===== config.mk =====
export PLATFORM = sky130hd
export DESIGN_NAME = ppg_timer
export DESIGN_NICKNAME = d
export VERILOG_FILES = /design/src/rtl/ppg_pkg.sv /design/src/rtl/ppg_prescaler.sv /design/src/rtl/ppg_counter.sv /design/src/rtl/ppg_outctl.sv /design/src/rtl/ppg_timer.sv
export SDC_FILE = /design/constraint.sdc
export NUM_CORES = 1
export LEC_CHECK = 0
export ABC_CLOCK_PERIOD_IN_PS = 4870
export BUFFER_PORTS_ARGS = -buffer_cell sky130_fd_sc_hd__buf_2
export CORE_MARGIN = 8
export CORE_UTILIZATION = 25
export DETAILED_ROUTE_END_ITERATION = 12
export GPL_TIMING_DRIVEN = 0
export PLACE_DENSITY = 0.54
export SYNTH_ARGS = -nofsm -noshare
export SYNTH_HDL_FRONTEND = slang
export SYNTH_HIERARCHICAL = 1
export SYNTH_SLANG_ARGS = --single-unit

===== constraint.sdc =====
create_clock -name clk -period 4.87 [get_ports clk]
set_clock_uncertainty 0.2 [all_clocks]
set_input_delay 0 -clock clk [delete_from_list [all_inputs] [get_ports clk]]
set_output_delay 0 -clock clk [all_outputs]
set_load 0.02 [all_outputs]

===== src/rtl/ppg_pkg.sv =====
package ppg_pkg;

    localparam int CNT_W    = 16;
    localparam int SEL_W    = 2;
    localparam int DIV_STEP = 2;
    localparam int PRE_W    = DIV_STEP * ((1 << SEL_W) - 1);

    typedef logic [CNT_W-1:0] cnt_t;

    typedef enum logic [SEL_W-1:0] {
        CK_DIV1  = 2'd0,
        CK_DIV4  = 2'd1,
        CK_DIV16 = 2'd2,
        CK_DIV64 = 2'd3
    } cksel_e;

    typedef struct packed {
        logic hit_period;
        logic hit_duty;
    } match_t;

    function automatic logic toggle_req(input match_t m);
        return m.hit_period | m.hit_duty;
    endfunction

endpackage


===== src/rtl/ppg_prescaler.sv =====
module ppg_prescaler
    import ppg_pkg::*;
#(
    parameter int SW   = SEL_W,
    parameter int STEP = DIV_STEP
) (
    input  logic          clk,
    input  logic          rst,
    input  logic          run,
    input  logic [SW-1:0] sel,
    output logic          tick
);
    localparam int NSEL = 1 << SW;
    localparam int PW   = STEP * (NSEL - 1);

    logic [PW-1:0] pre_cnt;
    logic [PW-1:0] mask_tab [NSEL];

    for (genvar g = 0; g < NSEL; g++) begin : g_mask
        localparam int SH = g * STEP;
        assign mask_tab[g] = PW'((64'd1 << SH) - 64'd1);
    end

    always_ff @(posedge clk) begin
        if (rst || !run) pre_cnt <= '0;
        else             pre_cnt <= pre_cnt + 1'b1;
    end

    assign tick = run && ((pre_cnt & mask_tab[sel]) == mask_tab[sel]);

endmodule


===== src/rtl/ppg_counter.sv =====
module ppg_counter
    import ppg_pkg::*;
#(
    parameter int W = CNT_W
) (
    input  logic         clk,
    input  logic         rst,
    input  logic         run,
    input  logic         tick,
    input  logic [W-1:0] period,
    input  logic [W-1:0] duty,
    output logic [W-1:0] cnt,
    output match_t       hit
);
    logic [W-1:0] nxt;

    always_comb begin
        nxt = (cnt == period) ? '0 : cnt + 1'b1;
        hit.hit_period = run && tick && (nxt == period);
        hit.hit_duty   = run && tick && (nxt == duty);
    end

    always_ff @(posedge clk) begin
        if (rst || !run) cnt <= '0;
        else if (tick)   cnt <= nxt;
    end


    cnt_hold_chk: assert property (@(posedge clk) disable iff (rst)
        (run && !tick) |=> (cnt == $past(cnt)));


    cnt_step_chk: assert property (@(posedge clk) disable iff (rst)
        (run && tick && cnt != period) |=> (cnt == $past(cnt) + W'(1)));


    cnt_wrap_chk: assert property (@(posedge clk) disable iff (rst)
        (run && tick && cnt == period) |=> (cnt == '0));


    cnt_stop_chk: assert property (@(posedge clk) disable iff (rst)
        !run |=> (cnt == '0));

endmodule


===== src/rtl/ppg_outctl.sv =====
module ppg_outctl
    import ppg_pkg::*;
(
    input  logic   clk,
    input  logic   rst,
    input  logic   run,
    input  logic   init_level,
    input  logic   out_en,
    input  match_t hit,
    output logic   pulse_out,
    output logic   irq_duty,
    output logic   irq_period
);
    logic lvl_q;

    always_ff @(posedge clk) begin
        if (rst)                  lvl_q <= 1'b0;
        else if (!run)            lvl_q <= init_level;
        else if (toggle_req(hit)) lvl_q <= ~lvl_q;
    end

    always_ff @(posedge clk) begin
        if (rst || !run) begin
            irq_duty   <= 1'b0;
            irq_period <= 1'b0;
        end else begin
            irq_duty   <= hit.hit_duty;
            irq_period <= hit.hit_period;
        end
    end

    assign pulse_out = out_en & lvl_q;


    toggle_src_chk: assert property (@(posedge clk) disable iff (rst)
        (run && $past(run) && lvl_q != $past(lvl_q)) |-> (irq_duty || irq_period));


    irq_width_chk: assert property (@(posedge clk) disable iff (rst)
        irq_period |=> !irq_period);


    irq_duty_width_chk: assert property (@(posedge clk) disable iff (rst)
        irq_duty |=> !irq_duty);

endmodule


===== src/rtl/ppg_timer.sv =====
module ppg_timer
    import ppg_pkg::*;
#(
    parameter int W    = CNT_W,
    parameter int SW   = SEL_W,
    parameter int STEP = DIV_STEP
) (
    input  logic          clk,
    input  logic          rst,
    input  logic          run,
    input  logic [SW-1:0] clk_sel,
    input  logic [W-1:0]  period_val,
    input  logic [W-1:0]  duty_val,
    input  logic          init_level,
    input  logic          out_en,
    output logic [W-1:0]  count,
    output logic          pulse_out,
    output logic          irq_duty,
    output logic          irq_period
);
    logic   tick;
    match_t hit;

    ppg_prescaler #(.SW(SW), .STEP(STEP)) u_pre (
        .clk  (clk),
        .rst  (rst),
        .run  (run),
        .sel  (clk_sel),
        .tick (tick)
    );

    ppg_counter #(.W(W)) u_cnt (
        .clk    (clk),
        .rst    (rst),
        .run    (run),
        .tick   (tick),
        .period (period_val),
        .duty   (duty_val),
        .cnt    (count),
        .hit    (hit)
    );

    ppg_outctl u_out (
        .clk        (clk),
        .rst        (rst),
        .run        (run),
        .init_level (init_level),
        .out_en     (out_en),
        .hit        (hit),
        .pulse_out  (pulse_out),
        .irq_duty   (irq_duty),
        .irq_period (irq_period)
    );


    pin_gate_chk: assert property (@(posedge clk) disable iff (rst)
        (!out_en && !$past(out_en) && run) |-> !pulse_out);

endmodule


### Word level (Yosys, flattened, before mapping)

Index checks and enable logic that the tools add are counted.

* $add $sub $neg: 2
* magnitude comparators: 1
* eq/ne operators: 5
* muxes and demuxes: 6
* bitwise operators: 5
* reductions and logical operators: 6

Operators by type and width (number)
* $eq A16 B16 Y1: 3
* $add A16 B1 Y16 const B: 1
* $mux W16: 1
* $bmux W6 S2: 1
* $mux W6: 2
* $add A6 B1 Y6 const B: 1
* $and A6 B6 Y6: 1
* $eq A6 B6 Y1: 1
* $logic_and A1 B1 Y1: 4
* $ge A3 B3 Y1 const B: 1
* $not A2 Y3: 1
* $mux W1: 2
* $ne A2 B1 Y1 const B: 1
* $and A1 B1 Y1: 1
* $logic_not A1 Y1: 1
* $logic_or A1 B1 Y1: 1
* $not A1 Y1: 1
* $or A1 B1 Y1: 1

* register bits after elaboration: 25
* bits of input ports: 39
* output and inout port bits: 19
* logic and storage cells: 30

### Longest topological paths before layout

* depth after elaboration: 12
* mapped depth: 12
* mapped depth without buffers: 11

### Modules after synthesis

Netlist, hierarchy kept.

Modules (own cells, without submodules)
* ppg_counter: instances 1, cells each 282, area each 2109.5 um^2, seq. area each 320.3 um^2
* ppg_prescaler: instances 1, cells each 29, area each 262.8 um^2, seq. area each 120.1 um^2
* ppg_outctl: instances 1, cells each 11, area each 112.6 um^2, seq. area each 60.1 um^2

### Worst setup path before layout

OpenSTA, ideal clock, no wires.

* kind: flip-flop to flip-flop
* start point: register u_cnt.cnt[4]
* end point: register u_out.lvl_q
* library setup time: 0.115 ns
* arrival time: 2.641 ns
* data required time: 4.555 ns
* slack: 1.914 ns
* stages on the path, launching flop included: 13
* buffers on the path: 2
* clock period less this slack: 2.956 ns
* cells stage by stage: dfxtp_1 -> buf_2 -> nand4_4 -> buf_6 -> or3_4 -> and2_1 -> o22a_1 -> a41oi_1 -> a32o_1 -> nor4_2 -> or3_1 -> a31oi_1 -> nor2_1

RTL lines
* start, declared: RTL line ppg_counter.sv:12 `output logic [W-1:0] cnt,`
* start signal, assigned: RTL line ppg_counter.sv:25 `else if (tick) cnt <= nxt;`
* end signal, assigned: RTL line ppg_outctl.sv:18 `else if (!run) lvl_q <= init_level;`
* end signal, assigned: RTL line ppg_outctl.sv:19 `else if (toggle_req(hit)) lvl_q <= ~lvl_q;`
* end, declared: RTL line ppg_outctl.sv:14 `logic lvl_q;`

==> metrics.yaml <==
hold_class: "input port to register"
io_buffer_count: 57
cp.required_ns: 4.83
crit_buf_inv: 3
dr.pass1.iters: 4
finalSetupViolCount: 0
fin_setup_tns_ns: 0
hold_ws_ns: 0.109
synth-main-ff-cell: "dfxtp_1"
register_area_um2: 500
ys_types: 65
dr.first_iter.drc_count: 194
avgSynthCellArea_um2: 7.72
utilization: 0.310
cp_slowest_cell: "dlygate4sd3_1"
pwr_density_cell_nw_per_um2: 134
clk_pin_slew_worst_paths_ns: 0.09
grt_pass1_wl_um: 13200
worst_pin_slew_ns: 0.627
seq_area_frac_synth: 0.201
cp_slowest_stage_delay_ns: 0.55
netlist_instances: 322
cp-start-kind: "register"
vias: 2521
initial_core_util: 0.255
slew_headroom: 0.582
syn_area_um2: 2480
die-area_um2: 13400
grtUsageMet1: 0.159
gr-total-overflow: 0
die_h_um: 116
clock-sinks: 25
drc: 0
cts-root-buf: "clkbuf_8"
grt_max_degree: 15
rsz0062_at_grt: "no"
numCtsBuffers: 3
rows: 36
synth-edff-count: 0
criticalPathCategory: "register to register"
path_cells: "buf_2 > xor2_1 > nor4_1 > nand4_2 > clkbuf_1 > o21ai_0 > nand2_1 > a32o_1 > nor4_2 > o21ai_0 > a31oi_1 > nor2_1 > dlygate4sd3_1"
grt_pass1_vias: 2516
hold_violations: 0
syn-num-nets: 363
worst_path_most_repeated_cell: "o21ai_0"
htree_num_levels: 1
cp.arrival_ns: 3.94
via_per_inst: 4.86
worst-path-max-fanout: 10
end_kind: "register"
place_area_um2: 2940
grt_usage: 0.123
nFillCells: 1090
drive_gt1_frac: 0.241
cts_tree: "built"
leakagePower_nw: 1.20
post_cts_buffers: 0
use_met2: 0.208
maxSlewViolCount: 0
place_ws_ns: 1.50
period_share: 0.817
cts.repair.resized: 0
routed_wl_um: 8030
wire_per_inst_um: 15.5
clk_latency_ns: 0.27
cap_violations: 0
period_needed_ns: 3.98
grt_antenna_before_repair: 0
ys_ff_latch: 25
ioPinCount: 58
cts_buffer_depth: 2
clock.fmax_ghz: 0.251
globalplace.congestion: 0.889
syn_to_final_growth_pct: 21.2
post-dp-hpwl_um: 6630
ant_nets: 0
run_status: "finished clean"
setup_ws_ns: 0.889
peakVddDrop_uv: 92.4
cp_top_family: "simple AND/OR/NAND/NOR gates"
yosys_warnings: 6
die_w_um: 116
final_nets: 428
fin_area_um2: 3010
async_flop_share: 0
antennaDiodeCount: 0
multi_input_area_um2: 1850
coreArea_um2: 9730
grt_busiest_layer: "met2"
gr-usage-met3: 0.0172
through the flow:
stage | power, mW | instances
floorplan | 0.245 | 322
global placement | 0.279 | 512
detailed placement | 0.281 | 512
CTS | 0.412 | 519
global route | 0.429 | 519
finish | 0.403 | 519
tightest hold or removal path: cells and delay by family:
| family | cells | cell delay (ns) |
|---|---|---|
| AOI/OAI and AO/OA | 1 | 0.19 |
| and+or+nand+nor | 2 | 0.24 |
| buffers and inverters | 1 | 0.10 |
placed cells by master, fill, tap and decap left out, types with 4 or more instances in the layout:
cell type and count:
xnor2_1 22, nor2_1 38, nand2b_1 9, buf_2 66, nand3_1 20, clkbuf_1 6, nand4_1 5, mux2i_1 4
inv_1 6, nor4_2 6, nor2b_1 4, nor3_1 9, dfxtp_1 25, xor2_1 22, nand2_1 20, o21ai_0 17
a21oi_1 20, or3_1 6
per-layer routing:
metal  part of all wire  vias to the layer above  wire, um
met5                  0                        -         0
met1               0.45                     1162      3640
met2               0.49                       62      3910
met3              0.049                        6       395
li1                   -                     1291         -
met4             0.0097                        0        78
power breakdown:
part	switching, mW	internal (mW)
Combinational	0.0393	0.0315
Clock	0.0682	0.0573
Sequential	0.00139	0.206
sequential cells by signal, summed over array words and instances, names as in the netlist:
signal	count
u_pre/pre_cnt	6
u_out/lvl_q	1
u_cnt/cnt	16
u_out/irq_duty	1
u_out/irq_period	1
final cells by class:
class | instances | area share
clock inverter | 1 | 0.00166
multi-input combinational | 271 | 0.614
clock buffer | 3 | 0.0137
sequential | 25 | 0.166
timing repair buffer | 60 | 0.105
inverter | 7 | 0.0133
buffer | 19 | 0.0311
tap | 133 | 0.0552
synthesized netlist by cell type (all sizes together) (3+ instances only):
cell type,count,area share
mux2i,4,0.016
nor4b,3,0.011
nand2,20,0.030
o21ai,19,0.038
a21oi,20,0.040
a211oi,3,0.0091
dfxtp,25,0.20
a32o,3,0.012
a31oi,3,0.0076
xnor2,22,0.078
nor2,39,0.060
nand3,21,0.047
xor2,23,0.084
and2,4,0.011
and4b,3,0.012
and3,3,0.0076
nor3,11,0.029
buf,13,0.029
nor2b,4,0.010
nor4,11,0.055
or3,7,0.020
nand2b,9,0.023
inv,6,0.0091
nand4,8,0.031
clkbuf,6,0.0091
path summary, 6_finish.rpt:
check	slack (ns)	from	endpoint	cells after the start
worst max-delay path	0.89	u_cnt/cnt[10]	u_out/lvl_q	13
worst min-delay path	0.11	duty_val[10]	u_out/irq_duty	4
worst max register to register	0.89	u_cnt/cnt[10]	u_out/lvl_q	13
worst min register to register	0.29	u_pre/pre_cnt[0]	u_pre/pre_cnt[0]	1
logic make-up (layout without fill, tap and decap cells):
logic type	count (synthesis)	in the layout	synth area share
and+or+nand+nor	152	152	0.374
AOI/OAI and AO/OA	67	67	0.174
xor gates and xnor gates	46	46	0.171
buffers and inverters	26	90	0.0539
DFF	25	25	0.201
muxes	4	4	0.0161
adders and majority gates	2	2	0.0101
what timing repair did:
item	4_1_cts	5_1_grt
endpoints found under the setup margin	0	0
hold buffers	3	0
endpoints found under the hold margin	9	0
Power figures use the tool's default switching activity.
